--- config.mk ---
export PLATFORM = sky130hd
export DESIGN_NAME = hdlc_rx_filt
export DESIGN_NICKNAME = d
export VERILOG_FILES = /design/src/rtl/hdlc_rx_pkg.sv /design/src/rtl/hdlc_rx_destuff.sv /design/src/rtl/hdlc_rx_holdback.sv /design/src/rtl/hdlc_rx_crc.sv /design/src/rtl/hdlc_rx_framer.sv /design/src/rtl/hdlc_rx_filt.sv
export SDC_FILE = /design/constraint.sdc
export NUM_CORES = 1
export LEC_CHECK = 0
export BUFFER_PORTS_ARGS = -buffer_cell sky130_fd_sc_hd__buf_4
export CAP_MARGIN = 20
export CORE_MARGIN = 3
export CORE_UTILIZATION = 30
export DETAILED_ROUTE_END_ITERATION = 7
export GPL_TIMING_DRIVEN = 0
export SLEW_MARGIN = 10
export SYNTH_ARGS = -nofsm -noshare
export SYNTH_HDL_FRONTEND = slang
export SYNTH_SLANG_ARGS = --single-unit
--- constraint.sdc ---
create_clock -name clk -period 2.2 [get_ports clk]
set_clock_uncertainty 0.05 [all_clocks]
set_input_delay 0.55 -clock clk [delete_from_list [all_inputs] [get_ports clk]]
set_output_delay 0.55 -clock clk [all_outputs]
set_load 0.02 [all_outputs]
--- src/rtl/hdlc_rx_pkg.sv ---
package hdlc_rx_pkg;

    localparam int BYTE_W    = 8;
    localparam int RES_W     = $clog2(BYTE_W);
    localparam int FLAG_ONES = 6;
    localparam int HOLD_D    = FLAG_ONES + 1;
    localparam int CRC_W     = 16;

    localparam logic [CRC_W-1:0]  CRC_POLY_R = 16'h8408;
    localparam logic [CRC_W-1:0]  CRC_GOOD   = 16'hF0B8;
    localparam logic [BYTE_W-1:0] BCAST_ADDR = 8'hFF;

    typedef enum logic {
        FS_HUNT = 1'b0,
        FS_OPEN = 1'b1
    } frm_state_e;

    // per-bit decode of the raw stream
    typedef struct packed {
        logic push;   // bit goes into the hold-back line
        logic val;    // value of that bit
        logic flag;   // flag just completed
        logic abrt;   // seventh one just seen
    } line_ev_t;

    // one output beat
    typedef struct packed {
        logic              vld;
        logic [BYTE_W-1:0] data;
        logic              sof;
        logic              eof;
        logic [RES_W-1:0]  resid;
        logic              crc_err;
    } rx_beat_t;

    function automatic logic [CRC_W-1:0] crc_next(
        input logic [CRC_W-1:0] c,
        input logic             b,
        input logic [CRC_W-1:0] poly
    );
        logic fb;
        fb = c[0] ^ b;
        crc_next = (c >> 1) ^ (fb ? poly : '0);
    endfunction

    // k bits collected at the top of acc moved down to bit 0
    function automatic logic [BYTE_W-1:0] right_align(
        input logic [BYTE_W-1:0] acc,
        input logic [RES_W-1:0]  k
    );
        logic [RES_W:0] sh;
        sh = (RES_W+1)'(BYTE_W) - {1'b0, k};
        right_align = acc >> sh;
    endfunction

endpackage

--- src/rtl/hdlc_rx_destuff.sv ---
module hdlc_rx_destuff
    import hdlc_rx_pkg::*;
#(
    parameter int RUN_LIMIT = FLAG_ONES
) (
    input  logic     clk,
    input  logic     rst,
    input  logic     bit_in,
    input  logic     bit_vld,
    output line_ev_t ev_o,
    output logic     abort_o
);
    localparam int CW = $clog2(RUN_LIMIT + 2);
    localparam logic [CW-1:0] RUN_FLAG  = CW'(RUN_LIMIT);
    localparam logic [CW-1:0] RUN_STUFF = CW'(RUN_LIMIT - 1);
    localparam logic [CW-1:0] RUN_SAT   = CW'(RUN_LIMIT + 1);

    logic [CW-1:0] run_q;

    always_comb begin
        ev_o.val  = bit_in;
        ev_o.flag = bit_vld && !bit_in && (run_q == RUN_FLAG);
        ev_o.abrt = bit_vld &&  bit_in && (run_q == RUN_FLAG);
        if (bit_in)
            ev_o.push = bit_vld && (run_q < RUN_FLAG);
        else
            ev_o.push = bit_vld && (run_q < RUN_STUFF);
    end

    always_ff @(posedge clk) begin
        if (rst) begin
            run_q   <= '0;
            abort_o <= 1'b0;
        end else if (bit_vld) begin
            if (bit_in)
                run_q <= (run_q == RUN_SAT) ? RUN_SAT : run_q + 1'b1;
            else
                run_q <= '0;
            if (ev_o.abrt)
                abort_o <= 1'b1;
            else if (!bit_in)
                abort_o <= 1'b0;
        end
    end

endmodule

--- src/rtl/hdlc_rx_holdback.sv ---
module hdlc_rx_holdback #(
    parameter int DEPTH = 7
) (
    input  logic clk,
    input  logic rst,
    input  logic push_i,
    input  logic val_i,
    input  logic flush_i,
    output logic commit_o,
    output logic cbit_o
);
    localparam int FW = $clog2(DEPTH + 1);
    localparam logic [FW-1:0] FULL = FW'(DEPTH);

    logic [DEPTH-1:0] line_q;
    logic [FW-1:0]    fill_q;
    logic             full;

    assign full     = (fill_q == FULL);
    assign commit_o = push_i && full && !flush_i;
    assign cbit_o   = line_q[DEPTH-1];

    // one stage per held bit
    for (genvar g = 0; g < DEPTH; g++) begin : g_stage
        always_ff @(posedge clk) begin
            if (rst || flush_i)
                line_q[g] <= 1'b0;
            else if (push_i)
                line_q[g] <= (g == 0) ? val_i : line_q[(g == 0) ? 0 : g-1];
        end
    end

    always_ff @(posedge clk) begin
        if (rst || flush_i)
            fill_q <= '0;
        else if (push_i && !full)
            fill_q <= fill_q + 1'b1;
    end

endmodule

--- src/rtl/hdlc_rx_crc.sv ---
module hdlc_rx_crc
    import hdlc_rx_pkg::*;
#(
    parameter int               W    = CRC_W,
    parameter logic [W-1:0]     POLY = CRC_POLY_R
) (
    input  logic         clk,
    input  logic         rst,
    input  logic         load_i,
    input  logic         preset_ones_i,
    input  logic         step_i,
    input  logic         din_i,
    output logic [W-1:0] crc_o
);
    always_ff @(posedge clk) begin
        if (rst)
            crc_o <= '1;
        else if (load_i)
            crc_o <= preset_ones_i ? '1 : '0;
        else if (step_i)
            crc_o <= crc_next(crc_o, din_i, POLY);
    end

endmodule

--- src/rtl/hdlc_rx_framer.sv ---
module hdlc_rx_framer
    import hdlc_rx_pkg::*;
#(
    parameter int                BW           = BYTE_W,
    parameter int                RW           = RES_W,
    parameter int                CW           = CRC_W,
    parameter logic [CW-1:0]     GOOD         = CRC_GOOD,
    parameter logic [BW-1:0]     BCAST        = BCAST_ADDR,
    parameter bit                BCAST_ACCEPT = 1'b1
) (
    input  logic          clk,
    input  logic          rst,
    input  logic          flag_i,
    input  logic          abort_i,
    input  logic          commit_i,
    input  logic          cbit_i,
    input  logic [CW-1:0] crc_i,
    input  logic          addr_en_i,
    input  logic [BW-1:0] addr_i,
    output logic          open_o,
    output rx_beat_t      beat_o,
    output logic          hunt_o
);
    localparam logic [RW-1:0] LAST_BIT = RW'(BW - 1);

    frm_state_e    st_q;
    logic [BW-1:0] acc_q;
    logic [RW-1:0] nbit_q;
    logic [BW-1:0] held_q;
    logic          held_vld_q;
    logic          held_sof_q;
    logic          first_q;
    rx_beat_t      tail_q;
    rx_beat_t      beat_q;

    logic [BW-1:0] acc_nxt;
    logic          bc_hit;
    logic          addr_ok;
    logic          crc_bad;

    assign acc_nxt = {cbit_i, acc_q[BW-1:1]};
    assign crc_bad = (crc_i != GOOD);

    if (BCAST_ACCEPT) begin : g_bcast
        assign bc_hit = (acc_nxt == BCAST);
    end else begin : g_nobcast
        assign bc_hit = 1'b0;
    end

    assign addr_ok = !addr_en_i || (acc_nxt == addr_i) || bc_hit;

    always_ff @(posedge clk) begin
        if (rst) begin
            st_q       <= FS_HUNT;
            acc_q      <= '0;
            nbit_q     <= '0;
            held_q     <= '0;
            held_vld_q <= 1'b0;
            held_sof_q <= 1'b0;
            first_q    <= 1'b0;
            tail_q     <= '0;
            beat_q     <= '0;
        end else begin
            beat_q <= '0;
            if (tail_q.vld) begin
                beat_q <= tail_q;
                tail_q <= '0;
            end
            if (abort_i) begin
                st_q       <= FS_HUNT;
                held_vld_q <= 1'b0;
            end else if (flag_i) begin
                if (st_q == FS_OPEN && held_vld_q) begin
                    beat_q.vld  <= 1'b1;
                    beat_q.data <= held_q;
                    beat_q.sof  <= held_sof_q;
                    if (nbit_q == '0) begin
                        beat_q.eof     <= 1'b1;
                        beat_q.crc_err <= crc_bad;
                    end else begin
                        tail_q.vld     <= 1'b1;
                        tail_q.data    <= right_align(acc_q, nbit_q);
                        tail_q.sof     <= 1'b0;
                        tail_q.eof     <= 1'b1;
                        tail_q.resid   <= nbit_q;
                        tail_q.crc_err <= crc_bad;
                    end
                end
                st_q       <= FS_OPEN;
                held_vld_q <= 1'b0;
                held_sof_q <= 1'b0;
                acc_q      <= '0;
                nbit_q     <= '0;
                first_q    <= 1'b1;
            end else if (commit_i && st_q == FS_OPEN) begin
                if (nbit_q == LAST_BIT) begin
                    acc_q  <= '0;
                    nbit_q <= '0;
                    if (first_q) begin
                        first_q <= 1'b0;
                        if (addr_ok) begin
                            held_q     <= acc_nxt;
                            held_vld_q <= 1'b1;
                            held_sof_q <= 1'b1;
                        end else begin
                            st_q <= FS_HUNT;
                        end
                    end else begin
                        beat_q.vld  <= 1'b1;
                        beat_q.data <= held_q;
                        beat_q.sof  <= held_sof_q;
                        held_q      <= acc_nxt;
                        held_sof_q  <= 1'b0;
                    end
                end else begin
                    acc_q  <= acc_nxt;
                    nbit_q <= nbit_q + 1'b1;
                end
            end
        end
    end

    assign open_o = (st_q == FS_OPEN);
    assign hunt_o = (st_q == FS_HUNT);
    assign beat_o = beat_q;

endmodule

--- src/rtl/hdlc_rx_filt.sv ---
module hdlc_rx_filt
    import hdlc_rx_pkg::*;
#(
    parameter logic [CRC_W-1:0]  POLY         = CRC_POLY_R,
    parameter logic [CRC_W-1:0]  GOOD         = CRC_GOOD,
    parameter logic [BYTE_W-1:0] BCAST        = BCAST_ADDR,
    parameter bit                BCAST_ACCEPT = 1'b1
) (
    input  logic              clk,
    input  logic              rst,
    input  logic              bit_in,
    input  logic              bit_vld,
    input  logic              addr_en,
    input  logic [BYTE_W-1:0] addr,
    input  logic              crc_preset_ones,
    output logic              rx_vld,
    output logic [BYTE_W-1:0] rx_data,
    output logic              rx_sof,
    output logic              rx_eof,
    output logic [RES_W-1:0]  rx_resid,
    output logic              rx_crc_err,
    output logic              st_hunt,
    output logic              st_abort
);
    line_ev_t         ev;
    logic             commit;
    logic             cbit;
    logic             frm_open;
    logic [CRC_W-1:0] crc;
    rx_beat_t         beat;

    hdlc_rx_destuff #(.RUN_LIMIT(FLAG_ONES)) u_destuff (
        .clk     (clk),
        .rst     (rst),
        .bit_in  (bit_in),
        .bit_vld (bit_vld),
        .ev_o    (ev),
        .abort_o (st_abort)
    );

    hdlc_rx_holdback #(.DEPTH(HOLD_D)) u_hold (
        .clk      (clk),
        .rst      (rst),
        .push_i   (ev.push),
        .val_i    (ev.val),
        .flush_i  (ev.flag || ev.abrt),
        .commit_o (commit),
        .cbit_o   (cbit)
    );

    hdlc_rx_crc #(.W(CRC_W), .POLY(POLY)) u_crc (
        .clk           (clk),
        .rst           (rst),
        .load_i        (ev.flag),
        .preset_ones_i (crc_preset_ones),
        .step_i        (commit && frm_open),
        .din_i         (cbit),
        .crc_o         (crc)
    );

    hdlc_rx_framer #(
        .BW           (BYTE_W),
        .RW           (RES_W),
        .CW           (CRC_W),
        .GOOD         (GOOD),
        .BCAST        (BCAST),
        .BCAST_ACCEPT (BCAST_ACCEPT)
    ) u_framer (
        .clk       (clk),
        .rst       (rst),
        .flag_i    (ev.flag),
        .abort_i   (ev.abrt),
        .commit_i  (commit),
        .cbit_i    (cbit),
        .crc_i     (crc),
        .addr_en_i (addr_en),
        .addr_i    (addr),
        .open_o    (frm_open),
        .beat_o    (beat),
        .hunt_o    (st_hunt)
    );

    assign rx_vld     = beat.vld;
    assign rx_data    = beat.data;
    assign rx_sof     = beat.sof;
    assign rx_eof     = beat.eof;
    assign rx_resid   = beat.resid;
    assign rx_crc_err = beat.crc_err;

endmodule

* After elaboration in Yosys (flattened, before gate mapping)
Index checks and enable logic that the tools add are counted.
Storage, ports and cells: input bits 14, RAM bits 0, latch bits 0, ROM bits 0, register bits after elaboration 83, logic and storage cells 135, memories kept 0
Cells by class: div/mod/pow operators 0, equal/unequal tests 11, shifts and indexed selects 1, bitwise gates (word level) 6, reductions and logical operators 33, add/subtract/negate cells 4, $mul 0, mux-type cells 48, magnitude comparators 2
Operators with widths (count):
- 15-bit 2-to-1 mux | 5
- 16-bit 2-to-1 mux | 4
- 10-bit 2-to-1 mux | 4
- 8-bit 2-to-1 mux | 5
- 1-bit 2-to-1 mux | 22
- 11-bit 2-to-1 mux | 2
- 16-bit inequality test, second input constant | 1
- 15-bit by 16-bit XOR with 16-bit output | 1
- 3-bit 2-to-1 mux | 5
- 14-bit 2-to-1 mux | 1
- 3-bit == test, second input constant | 4
- 4-bit AND reduction | 3
- 1-bit logical AND | 11
- 3-bit by 1-bit adder with 3-bit output, second input constant | 3
- 8-bit == test | 1
- 8-bit == test, second input constant | 1
- 8-bit by 4-bit right shift with 8-bit output | 1
- 3-bit < comparator, second input constant | 2
- 2-bit nonzero test | 3
- 5-bit AND reduction | 1
- 1-bit zero test | 4
- 1-bit logical OR | 4
- 2-bit inequality test, second input constant | 2
- 1-bit NOT | 4
- other kinds (9) | 11

* Depth between registers and ports, before layout
depth after elaboration 10, depth in mapped cells 8, depth with buffers taken out 7

* Hierarchy
From an unflattened synthesis, not the netlist that was laid out.
Unflattened totals: cell total of the unflattened synthesis 412, area total of the unflattened synthesis 3713.6 um^2
Modules (own cells, without submodules):
- hdlc_rx_framer | cells each 285, times used 1, area an instance 2427.3 um^2
- hdlc_rx_crc | cells each 63, times used 1, area an instance 656.9 um^2
- hdlc_rx_holdback | cells each 38, times used 1, area an instance 405.4 um^2
- hdlc_rx_destuff | cells each 24, times used 1, area an instance 211.5 um^2
- hdlc_rx_filt | cells each 2, times used 1, area an instance 12.5 um^2

* Worst setup path before layout
No wires, ideal clock.
kind register to register, from register u_framer.nbit_q[0], to register u_framer.tail_q[9] in the netlist's numbering, clock period less this slack 2.036 ns, arrival time 1.917 ns, slack 0.164 ns, stages on the path, launching flop included 8, buffers on the path 1, library setup time 0.069 ns, path through dfxtp_1 -> inv_1 -> ha_1 -> ha_1 -> or3_1 -> buf_2 -> or3_4 -> o21ai_1
Between the ends: longest elaborated chain between the ends 6, elaborated cells on any way between the ends 7, classes of those cells add/sub: 1; shift: 1; mux: 4; reduce/logical: 1
Ends and longest elaborated chain:
- from (decl) | RTL line hdlc_rx_framer.sv:28 | logic [RW-1:0] nbit_q;
- from (signal assigned) | RTL line hdlc_rx_framer.sv:117 | nbit_q <= nbit_q + 1'b1;
- 4-bit by 3-bit subtractor with 4-bit output | RTL line hdlc_rx_pkg.sv:52 | sh = (RES_W+1)'(BYTE_W) - {1'b0, k};
- 8-bit by 4-bit right shift with 8-bit output | RTL line hdlc_rx_pkg.sv:53 | right_align = acc >> sh;
- 15-bit 2-to-1 mux (*) | RTL line hdlc_rx_framer.sv:77 | if (nbit_q == '0) begin
- 15-bit 2-to-1 mux (*) | RTL line hdlc_rx_framer.sv:73 | if (st_q == FS_OPEN && held_vld_q) begin
- 15-bit 2-to-1 mux (*) | RTL line hdlc_rx_framer.sv:72 | end else if (flag_i) begin
- 15-bit 2-to-1 mux (*) | RTL line hdlc_rx_framer.sv:69 | if (abort_i) begin
- to (decl) | RTL line hdlc_rx_framer.sv:33 | rx_beat_t tail_q;
Every way passes the cells marked *; elsewhere a longest branch is shown, timed or not. A chain may end at the register's enable or synchronous reset.

* Worst setup path after layout
Same ends and word-level chain as after synthesis.

==> metrics <==
status finished clean; worst skew pair latency roughly 0.34 ns; Max VDD drop 0.325 mV; vias in the first global route 3180; syn_nets approximately 480; wirelength, routed 9.29 mm; number of detailed-route iterations in the first pass 4; slowest cell delay on critical path roughly 0.40 ns; Sequential cell area about 0.0017 mm²; P per Cell Area 677 mW/mm²; slowest cell on the critical path or3_4; hold slack 0.394 ns; all-layer global routing usage 0.133; first-pass GRT wire length around 16 mm; io pins 31; critical path type flip-flop to flip-flop; setup ws final between 0.1 and 0.15 ns; worst slew pin tran 0.534 ns; CTS Buffer Depth 2; CTS tree yes; ANT nets after route 0; Reg clk slew, reported paths 0.06 ns; crit-path cells inv_1 -> ha_1 -> ha_2 -> or3_1 -> buf_2 -> or3_4 -> o21ai_1; post-synthesis register bit count 83; CTS H-tree depth 3; final instance area around 0.0047 mm²; DP Wirelength about 6.8 mm; Core Rows 41; Final Cycle Share 0.952; Core ar. between 0.01 and 0.015 mm²; aggregate global routing overflow 0; post-synthesis cell area approximately 0.0039 mm²; initial antenna violation count 0; CP endpoint kind flip-flop; crit-path leading delay family simple AND/OR/NAND/NOR gates; register area share after synthesis 0.426; cts bufs inserted 9; Diodes inserted 0; total leakage power around 0.0018 µW; number of max-cap violations 0; final-stage net count slightly above 500; CTS Hold Bufs 0; RSZ-0062 raised after global routing false; Placer Congestion around 0.83; layout overhead on the synthesized area 19.6%; Final setup viols 0; footprint of the multi-input gates between 0.002 and 0.0025 mm²; cells after synthesis about 460; initial DRC count between 200 and 250; Final Critical Period about 2.1 ns; number of synthesis warnings 0; CTS Sinks a little over 80; most frequent cells in the layout 81 x dfxtp_1, 67 x nand2_1, 49 x a21oi_1; final hold vios 0; full die area between 0.01 and 0.015 mm²; Avg Vias per Cell roughly 4.9; Worst Path Buf+Inv 2; Slew Viols, Final 0; pre-CTS setup slack -0.109 ns; Post-DP Area 0.00432 mm²; Avg Inst Size Synth about 8.5 µm²; Pwr Total approximately 3200 µW; largest net degree at the start of global routing 16; Filler Cell Count around 1300; final core utilization 0.368; Post-synth EDFFs 0; Vias roughly 3300; chip height around 120 µm; Max transition margin 0.641; Top FF cell, synth dfxtp_1; Starting Density 0.308; CP Max Fanout 8; drt drc 0; CP arrival approximately 2.3 ns; fraction of registers with async set/reset 0; port buffer count 28; WP data required between 2 and 2.5 ns; f_max ~0.48 GHz; commonest non-fill, non-tap cell in the layout dfxtp_1; startpoint types flip-flop; post-synth cell types 46; layout cells sized above 1 0.144; wire per inst around 14 µm; clock root buffer clkbuf_16; worst min path class flip-flop to flip-flop; width of the die ~120 µm
## area by class of cell
| class | count | share of cell area |
|---|---|---|
| well taps | 172 | 0.0462 |
| inverters | 8 | 0.00644 |
| multi-input cells | 329 | 0.444 |
| clock inverters | 6 | 0.0150 |
| repair buffers | 29 | 0.0467 |
| clock buffers | 10 | 0.0513 |
| flip-flops and latches | 83 | 0.358 |
| plain buffers | 34 | 0.0328 |
## cells in the mapped netlist (5+ instances only)
library cell,n,area share
o21ai_1,5,0.0064
ha_1,8,0.026
o211ai_1,8,0.015
xor2_1,11,0.025
nor3_1,23,0.030
and3_1,5,0.0080
inv_1,8,0.0077
nand2b_1,20,0.032
and2_1,6,0.0096
nand3_1,16,0.021
nand2_1,67,0.065
dfxtp_1,83,0.43
nand4_1,7,0.011
nor2_1,22,0.021
o21bai_1,15,0.029
buf_1,5,0.0048
clkbuf_1,23,0.022
mux2i_1,26,0.067
a21oi_1,49,0.063
buf_2,8,0.010
## cells by family (layout without fill, tap and decap cells)
group / after synthesis / after routing / share of synthesized area
compound gates: 96 / 96 / 0.152
flops: 83 / 83 / 0.426
xor+xnor: 12 / 12 / 0.0270
simple gates: 184 / 184 / 0.238
buf+inv: 45 / 87 / 0.0478
fa+ha+maj: 8 / 8 / 0.0257
mux: 29 / 29 / 0.0841
## final timing paths
check	startpoint	to	slack, ns	cells after the start
setup / recovery	u_framer.nbit_q[0]	u_framer.tail_q[9]	0.11	7
hold / removal	u_framer.held_vld_q	u_framer.held_vld_q	0.39	2
setup reg to reg	u_framer.nbit_q[0]	u_framer.tail_q[9]	0.11	7
hold reg to reg	u_framer.held_vld_q	u_framer.held_vld_q	0.39	2
## stage by stage
step	setup TNS, ns	std cells
finish	0	671
detailed placement	-0.916	657
global placement	-0.184	657
CTS	0	672
floorplan	0	457
global route	0	671
## registers in the layout, indices dropped and copies added, names as in the netlist
name	count
u_framer.nbit_q	3
u_crc.crc_o	16
u_destuff.abort_o	1
u_framer.acc_q	8
u_framer.tail_q	15
u_hold.fill_q	3
u_framer.held_q	8
u_framer.held_sof_q	1
u_framer.open_o	1
u_hold.line_q	6
u_framer.held_vld_q	1
u_destuff.run_q	3
u_framer.beat_o	15
u_hold.cbit_o	1
u_framer.first_q	1
## metal layers
metal	global-route usage	up-vias	wire (µm)	share of wire
met5	0	-	0	0
met4	0.0401	0	106	0.011
met3	0.0292	10	386	0.042
met2	0.222	59	4520	0.49
met1	0.172	1574	4280	0.46
li1	-	1664	-	-
## worst reg2reg max path: cells and delay by family, from the launching register on
family | cells | cell delay [ns]
AOI/OAI and AO/OA | 1 | 0.14
adders and majority gates | 2 | 0.42
buffers and inverters | 2 | 0.27
DFF | 1 | 0.38
and+or+nand+nor | 2 | 0.76
## where the power goes
group / internal (µW) / total (µW) / switching [µW]
sequential: 1510 / 1510 / 5.08
combinational: 44.9 / 102 / 57.4
clock: 917 / 1540 / 621
total: 2470 / 3150 / 683
## repair_timing
item / 4_1_cts / 5_1_grt
pin swaps: 0 / 1
endpoints found under the setup margin: 20 / 43
hold endpoints to repair: 0 / 0
setup buffers: 0 / 1
gates resized for setup: 4 / 10
gates cloned: 0 / 0
No activity file was read; power rests on OpenSTA's default activity.
